### config.mk
export PLATFORM = sky130hd
export DESIGN_NAME = intr_alert_csr
export DESIGN_NICKNAME = d
export VERILOG_FILES = /design/src/rtl/intr_alert_csr.sv
export SDC_FILE = /design/constraint.sdc
export NUM_CORES = 1
export LEC_CHECK = 0
export BUFFER_PORTS_ARGS = -buffer_cell sky130_fd_sc_hd__buf_2
export CAP_MARGIN = 40
export CELL_PAD_IN_SITES_DETAIL_PLACEMENT = 0
export CELL_PAD_IN_SITES_GLOBAL_PLACEMENT = 1
export CORE_UTILIZATION = 27
export DETAILED_ROUTE_END_ITERATION = 6
export PLACE_DENSITY = 0.8
export SLEW_MARGIN = 30
export SYNTH_ARGS = -nofsm -noshare
export SYNTH_HDL_FRONTEND = slang
export SYNTH_SLANG_ARGS = --single-unit
### constraint.sdc
create_clock -name clk -period 1.6 [get_ports clk]
set_clock_uncertainty 0.15 [all_clocks]
set_input_delay 0.32 -clock clk [delete_from_list [all_inputs] [get_ports clk]]
set_output_delay 0.32 -clock clk [all_outputs]
set_load 0.01 [all_outputs]
### src/rtl/intr_alert_csr.sv
module intr_alert_csr #(
  parameter int DW        = 32,
  parameter int AW        = 4,
  parameter int NUM_INTR  = 8,
  parameter int NUM_ALERT = 4,
  parameter int BASE_IDX  = 0
) (
  input  logic                 clk,
  input  logic                 rst_n,
  input  logic                 bus_req,
  input  logic                 bus_wr,
  input  logic [AW-1:0]        bus_addr,
  input  logic [DW-1:0]        bus_wdata,
  output logic [DW-1:0]        bus_rdata,
  input  logic [NUM_INTR-1:0]  hw_intr_evt,
  input  logic [NUM_ALERT-1:0] hw_alert_req,
  output logic [NUM_INTR-1:0]  intr_o,
  output logic [NUM_ALERT-1:0] alert_o
);

  localparam logic [AW-1:0] A_STATE = AW'(BASE_IDX);
  localparam logic [AW-1:0] A_EN    = AW'(BASE_IDX + 1);
  localparam logic [AW-1:0] A_ITEST = AW'(BASE_IDX + 2);
  localparam logic [AW-1:0] A_ATEST = AW'(BASE_IDX + 3);

  if (NUM_INTR > DW || NUM_ALERT > DW || NUM_INTR < 1 || NUM_ALERT < 1) begin : g_bad_cfg
    $error("source counts must lie between 1 and the register width");
  end

  logic [NUM_INTR-1:0]  intr_state_q;
  logic [NUM_INTR-1:0]  intr_en_q;
  logic [NUM_ALERT-1:0] alert_pulse_q;

  logic wr, wr_state, wr_en, itest_qe, atest_qe;
  assign wr       = bus_req & bus_wr;
  assign wr_state = wr && (bus_addr == A_STATE);
  assign wr_en    = wr && (bus_addr == A_EN);
  assign itest_qe = wr && (bus_addr == A_ITEST);
  assign atest_qe = wr && (bus_addr == A_ATEST);

  logic [NUM_INTR-1:0]  wd_intr;
  logic [NUM_ALERT-1:0] wd_alert;
  assign wd_intr  = bus_wdata[NUM_INTR-1:0];
  assign wd_alert = bus_wdata[NUM_ALERT-1:0];

  logic [NUM_INTR-1:0] sw_clr, intr_set;
  assign sw_clr   = wr_state ? wd_intr : '0;
  assign intr_set = hw_intr_evt | (itest_qe ? wd_intr : '0);

  always_ff @(posedge clk or negedge rst_n) begin
    if (!rst_n) begin
      intr_state_q  <= '0;
      intr_en_q     <= '0;
      alert_pulse_q <= '0;
    end else begin
      intr_state_q  <= (intr_state_q & ~sw_clr) | intr_set;
      if (wr_en) intr_en_q <= wd_intr;
      alert_pulse_q <= atest_qe ? wd_alert : '0;
    end
  end

  always_comb begin
    bus_rdata = '0;
    if (bus_req && !bus_wr) begin
      if (bus_addr == A_STATE)   bus_rdata = DW'(intr_state_q);
      else if (bus_addr == A_EN) bus_rdata = DW'(intr_en_q);
    end
  end

  assign intr_o  = intr_state_q & intr_en_q;
  assign alert_o = hw_alert_req | alert_pulse_q;

endmodule

==> impl_metrics.ini, run 1 <==
[timing]
rsz0062_at_grt = yes
hold_viol = 0
finalCriticalPeriod_ps = 1747
setup_ws_ps = -147.3
maxSlewViolCount = 0
clock.fmax_mhz = 572.3
min_period_over_period = 1.092
tns_ps = -1024
setup_viol = 8
holdWs_ps = 104.0

[layout]
final_layout_size_suffix_gt1_frac = 0.4667
syn_to_final_growth_pct = 28.93
antennaDiodeCount = 0
fin_util = 0.3741
mostFrequentLayoutCells = buf_2, conb_1, dfrtp_1
nets = 218
fillers = 450
final_common_cell = buf_2

[placement]
io_buffers = 47
place_hpwl_um = 1954
place_congestion = 0.6638

[route]
drt-initial-drc-count = 46
wl_per_cell_um = 13.03
num_vias = 945
route.met2.wl_um = 1252
postRouteWirelength_um = 2801
first_pass_iters = 4
wl_met1_um = 1273
viasPerCell = 4.395
drcViolationCount = 0
maxUsedRoutingLayer = met4
antenna_left = 0
wl_met3_um = 191

[flow_run]
maxCapViolations = 0

[power]
vdd_drop_max_mv = 0.3043
switchingPower_uw = 337.0
powerDensity_nw_per_um2 = 798.3
combPwrFrac = 0.222
leakage_nw = 0.7452
clkPwrFrac = 0.313
p_sw_frac = 0.2723
power_mw = 1.237
power_frac_seq = 0.465
intPower_uw = 900.5

[synth]
avgSynthCellArea_um2 = 10.64
synthTopCellsByArea = dfrtp_1, buf_4, mux2_2
yosysWarnings = 0
yosys.area.top_type_share = 0.4162
syn_area_um2 = 1202
syn_inst = 113
synth_sequential_area_ratio = 0.4162
ys_ff_latch = 20
synth_top_area_cell = dfrtp_1
yosysUniqueCellTypes = 20

[worst_setup_path]
r2r-start = intr_state_q[7]$_DFF_PN0_
cp-start-kind = input port
worst_r2r_path_depth = 1
cp_data_required_time_ps = 1130
path_class = in2out
cpMaxStageDelayCell = nor4_4
r2r_end = intr_state_q[7]$_DFF_PN0_
crit_path_max_fanout = 8
critical_path.endpoint_type = output pin
cpPeakStageDelay_ps = 350
crit_chain = buf_8, nor4_4, buf_12, a22oi_2, nor2_1, buf_2
reg2reg_slack_ps = 580
critical_path_arrival_ps = 1280

[floorplanning]
dieArea_um2 = 4725
io_pins = 96
die_height_um = 68.74
num_rows = 23
die_w_um = 68.74
core_um2 = 4144
start_util = 0.2902

[min_path]
hold_start = hw_intr_evt[4]
whs_endpoint = intr_state_q[4]$_DFF_PN0_
hold_path.class = in2reg
holdPathStages = 2

[clock_network]
cts_tree = done
cts_sinks = 20
cts_buffer_depth = 2
ctsHtreeMaxLevel = 1
clk_pin_slew_worst_paths_ps = 70
numCtsBuffers = 3
worstSkewPairLatency_ps = 260
cts_root_buf = clkbuf_8

[run_status]
failed_checks = negative setup slack
status = complete, but fails checks

[global_routing]
grt_pass1_vias = 827
track_usage = 0.1281
grt_pass1_wl_um = 4084
grt_max_degree = 21
gr-total-overflow = 0
grt_antenna_before_repair = 0
==> worst max-delay path: cells and delay by family <==
family                 cells  cell delay [ps]
buffers and inverters      3              440
and+or+nand+nor            2              450
AOI/OAI and AO/OA          1               70
==> power groups by stage <==
| stage | logic, mW | clock network, mW | registers, mW |
|---|---|---|---|
| after floorplan | 0.191 | 0 | 0.575 |
| after global placement | 0.265 | 0 | 0.581 |
| after detailed placement | 0.267 | 0 | 0.583 |
| after CTS | 0.281 | 0.399 | 0.575 |
| after global routing | 0.308 | 0.417 | 0.582 |
| final | 0.275 | 0.387 | 0.575 |
==> cells in the mapped netlist <==
| cell type | instances |
|---|---|
| a221o_1 | 8 |
| a22oi_1 | 8 |
| and2_1 | 13 |
| and4_2 | 1 |
| and4b_2 | 1 |
| buf_1 | 1 |
| buf_2 | 1 |
| buf_4 | 24 |
| buf_6 | 1 |
| clkbuf_1 | 1 |
| conb_1 | 1 |
| dfrtp_1 | 20 |
| mux2_2 | 8 |
| nand2_4 | 1 |
| nand2b_1 | 1 |
| nand3_1 | 8 |
| nor2_1 | 9 |
| nor4_4 | 1 |
| nor4b_4 | 1 |
| or2_2 | 4 |
==> how the worst max path moves through the flow <==
stage                 from            to  slack, ps  cells after the start
3_5_place_dp   bus_addr[0]  bus_rdata[7]       -170                      6
6_report       bus_addr[1]  bus_rdata[7]       -150                      6
3_3_place_gp   bus_addr[0]  bus_rdata[7]       -180                      6
4_1_cts        bus_addr[2]  bus_rdata[7]       -140                      6
2_1_floorplan  bus_addr[0]  bus_rdata[0]        -30                      4
5_1_grt        bus_addr[1]  bus_rdata[7]       -210                      6
==> cell families after synthesis <==
| family | after synthesis | share of synthesized area |
|---|---|---|
| compound gates | 16 | 0.1165 |
| buf+inv | 28 | 0.1696 |
| flops | 20 | 0.4162 |
| mux | 8 | 0.07492 |
| other cells | 1 | 0.003119 |
| simple gates | 40 | 0.2196 |
==> sequential cells by signal, summed over array words and instances (netlist names) <==
| signal | flops |
|---|---|
| alert_pulse_q | 4 |
| intr_en_q | 8 |
| intr_state_q | 8 |
==> layout make-up <==
| type | instances | area [um2] | share of cell area |
|---|---|---|---|
| Multi-Input combinational cell | 88 | 604.3 | 0.3898 |
| Tap cell | 50 | 62.56 | 0.04036 |
| Sequential cell | 20 | 500.5 | 0.3228 |
| Timing Repair Buffer | 53 | 327.8 | 0.2115 |
| Clock buffer | 4 | 55.05 | 0.03551 |
==> metrics by stage <==
step | setup WS (ps) | instances | cell area (um2)
after CTS | -137.5 | 216 | 1569
final | -147.3 | 215 | 1550
after floorplan | -34.25 | 136 | 1289
after detailed placement | -170.7 | 209 | 1438
after global routing | -210.7 | 215 | 1550
after global placement | -184.0 | 209 | 1438
==> layer usage <==
metal,GRT usage,vias up
met5,0,-
met4,0.09949,0
met3,0.01809,5
met2,0.1875,46
met1,0.1683,436
li1,-,458
==> what timing repair did <==
action,in CTS,in global routing
hold buffers,1,0
hold endpoints to repair,20,0
buffers inserted,1,0
gates cloned,1,0
pin swaps,2,4
resized for setup,7,3
endpoints found under the setup margin,8,16
(Power assumes the default switching activity.)
==> inputs of run 2 (changes only) <==
- PLACE_DENSITY: 0.8 -> not set
- PLACE_DENSITY_LB_ADDON: not set -> 0.05
==> run 2 against run 1 <==
The run still ends with negative setup slack left. Combinational power is 2% higher. Clock-buffer cell count decreased by 1. Clock power is 18% lower. Flip-flop and latch count is the same. Routed wire length is 1.6% higher. First-iteration DRC count down 33%. Register-to-register slack better by 30 ps. Worst hold slack gained 9.0 ps. Non-clock buffer count increased by 4. Via count grew 4.1%. Sequential share of layout area down 0.64 points. Critical endpoint is now bus_rdata[6].
==> impl_metrics.ini, run 2 (synthesis results as in run 1) <==
[placement]
dp.cells = 211
place_ws_ps = -184.3
dpl_cell_area_um2 = 1440
place_hpwl_um = 2162
io_buffers = 47
place_congestion = 0.7141

[worst_setup_path]
reg2reg_slack_ps = 610
path_class = in2out
r2r-start = intr_state_q[4]$_DFF_PN0_
crit_path_max_fanout = 7
critical_path_arrival_ps = 1250
r2r_end = intr_state_q[4]$_DFF_PN0_
cp-start-kind = input port
critical_path.endpoint_type = output pin
cp_data_required_time_ps = 1130
worst_r2r_path_depth = 1

[min_path]
holdPathStages = 2
hold_path.class = in2reg
hold_start = hw_intr_evt[1]
whs_endpoint = intr_state_q[1]$_DFF_PN0_

[timing]
clock.fmax_mhz = 580.5
maxSlewViolCount = 0
rsz0062_at_grt = yes
hold_viol = 0
finalCriticalPeriod_ps = 1723
setup_ws_ps = -122.6
setup_viol = 8
min_period_over_period = 1.077

[power]
vdd_drop_max_mv = 0.2102
combPwrFrac = 0.239
intPower_uw = 853.2
leakage_nw = 0.7601
switchingPower_uw = 325.2
power_frac_seq = 0.493
powerDensity_nw_per_um2 = 745.1
clkPwrFrac = 0.268
p_sw_frac = 0.2759

[route]
postRouteWirelength_um = 2847
drcViolationCount = 0
antenna_left = 0
num_vias = 984
wl_per_cell_um = 13.06
viasPerCell = 4.514
drt-initial-drc-count = 31
first_pass_iters = 4

[layout]
fin_util = 0.3816
design_area_um2 = 1582
final_layout_size_suffix_gt1_frac = 0.5000
fillers = 428
largest_registers = intr_en_q: 8 flops, intr_state_q: 8 flops, alert_pulse_q: 4 flops
mostFrequentLayoutCells = buf_2, conb_1, dfrtp_1
nets = 222
antennaDiodeCount = 0
instances_no_fill = 218
final_common_cell = buf_2
syn_to_final_growth_pct = 31.53

[clock_network]
clk_pin_slew_worst_paths_ps = 70
ctsHtreeMaxLevel = 1
worstSkewPairLatency_ps = 250
numCtsBuffers = 3
cts_root_buf = clkbuf_8
cts_sinks = 20
cts_buffer_depth = 2
cts_tree = done

[global_routing]
grt_max_degree = 21
grt_antenna_before_repair = 0
grt_pass1_wl_um = 4560
gr-total-overflow = 0
grt_pass1_vias = 949
track_usage = 0.1317

[floorplanning]
start_util = 0.2902
num_rows = 23
dieArea_um2 = 4725
die_w_um = 68.74
die_height_um = 68.74
io_pins = 96
core_um2 = 4144

[flow_run]
maxCapViolations = 0

[run_status]
status = complete, but fails checks
failed_checks = negative setup slack
run 2: power by group through the flow:
stage | combinational, mW | sequential, mW | clock [mW]
after floorplan | 0.191 | 0.575 | 0
after detailed placement | 0.271 | 0.584 | 0
after global placement | 0.267 | 0.583 | 0
after global routing | 0.310 | 0.587 | 0.353
after CTS | 0.283 | 0.578 | 0.335
final | 0.281 | 0.581 | 0.316
run 2: metrics by stage:
| stage | hold WS [ps] | total power, mW | setup TNS (ps) |
|---|---|---|---|
| global placement | 156.5 | 0.8499 | -1709 |
| global route | 114.0 | 1.250 | -1639 |
| finish | 113.0 | 1.178 | -818.0 |
| CTS | 105.0 | 1.196 | -1023 |
| floorplan | -125.6 | 0.7668 | -274.0 |
| detailed placement | 153.3 | 0.8550 | -1900 |
run 2: how the worst max path moves through the flow:
stage	start	to	slack (ps)	cells after the start
floorplan	bus_addr[0]	bus_rdata[0]	-30	4
global placement	bus_addr[0]	bus_rdata[0]	-200	6
detailed placement	bus_addr[0]	bus_rdata[3]	-180	6
CTS	bus_addr[2]	bus_rdata[0]	-140	6
global route	bus_addr[1]	bus_rdata[4]	-230	6
finish	bus_addr[1]	bus_rdata[6]	-120	6
run 2: per-layer routing:
layer / GRT usage / up-vias / routed length [um]
met2: 0.2292 / 45 / 1443
met1: 0.1668 / 471 / 1194
met5: 0 / - / 0
met4: 0.05357 / 0 / 33
met3: 0.01151 / 2 / 175
li1: - / 466 / -
run 2: what timing repair did:
action,CTS,global route
setup buffers,3,0
hold endpoints to repair,20,0
hold buffers,1,0
endpoints found under the setup margin,8,8
pin swaps,5,7
resized for setup,11,5
run 2: cell type report:
type                       instances  area, um2  share of cell area
timing repair buffer              57      352.8              0.2231
clock buffer                       3      41.29             0.02611
sequential                        20      500.5              0.3165
multi-input combinational         88      624.3              0.3948
tap                               50      62.56             0.03956
run 2: critical path, cell delays in order:
cell	delay, ps
buf_8	110
nor4_4	320
buf_6	180
a22oi_2	70
nor2_1	100
buf_2	140
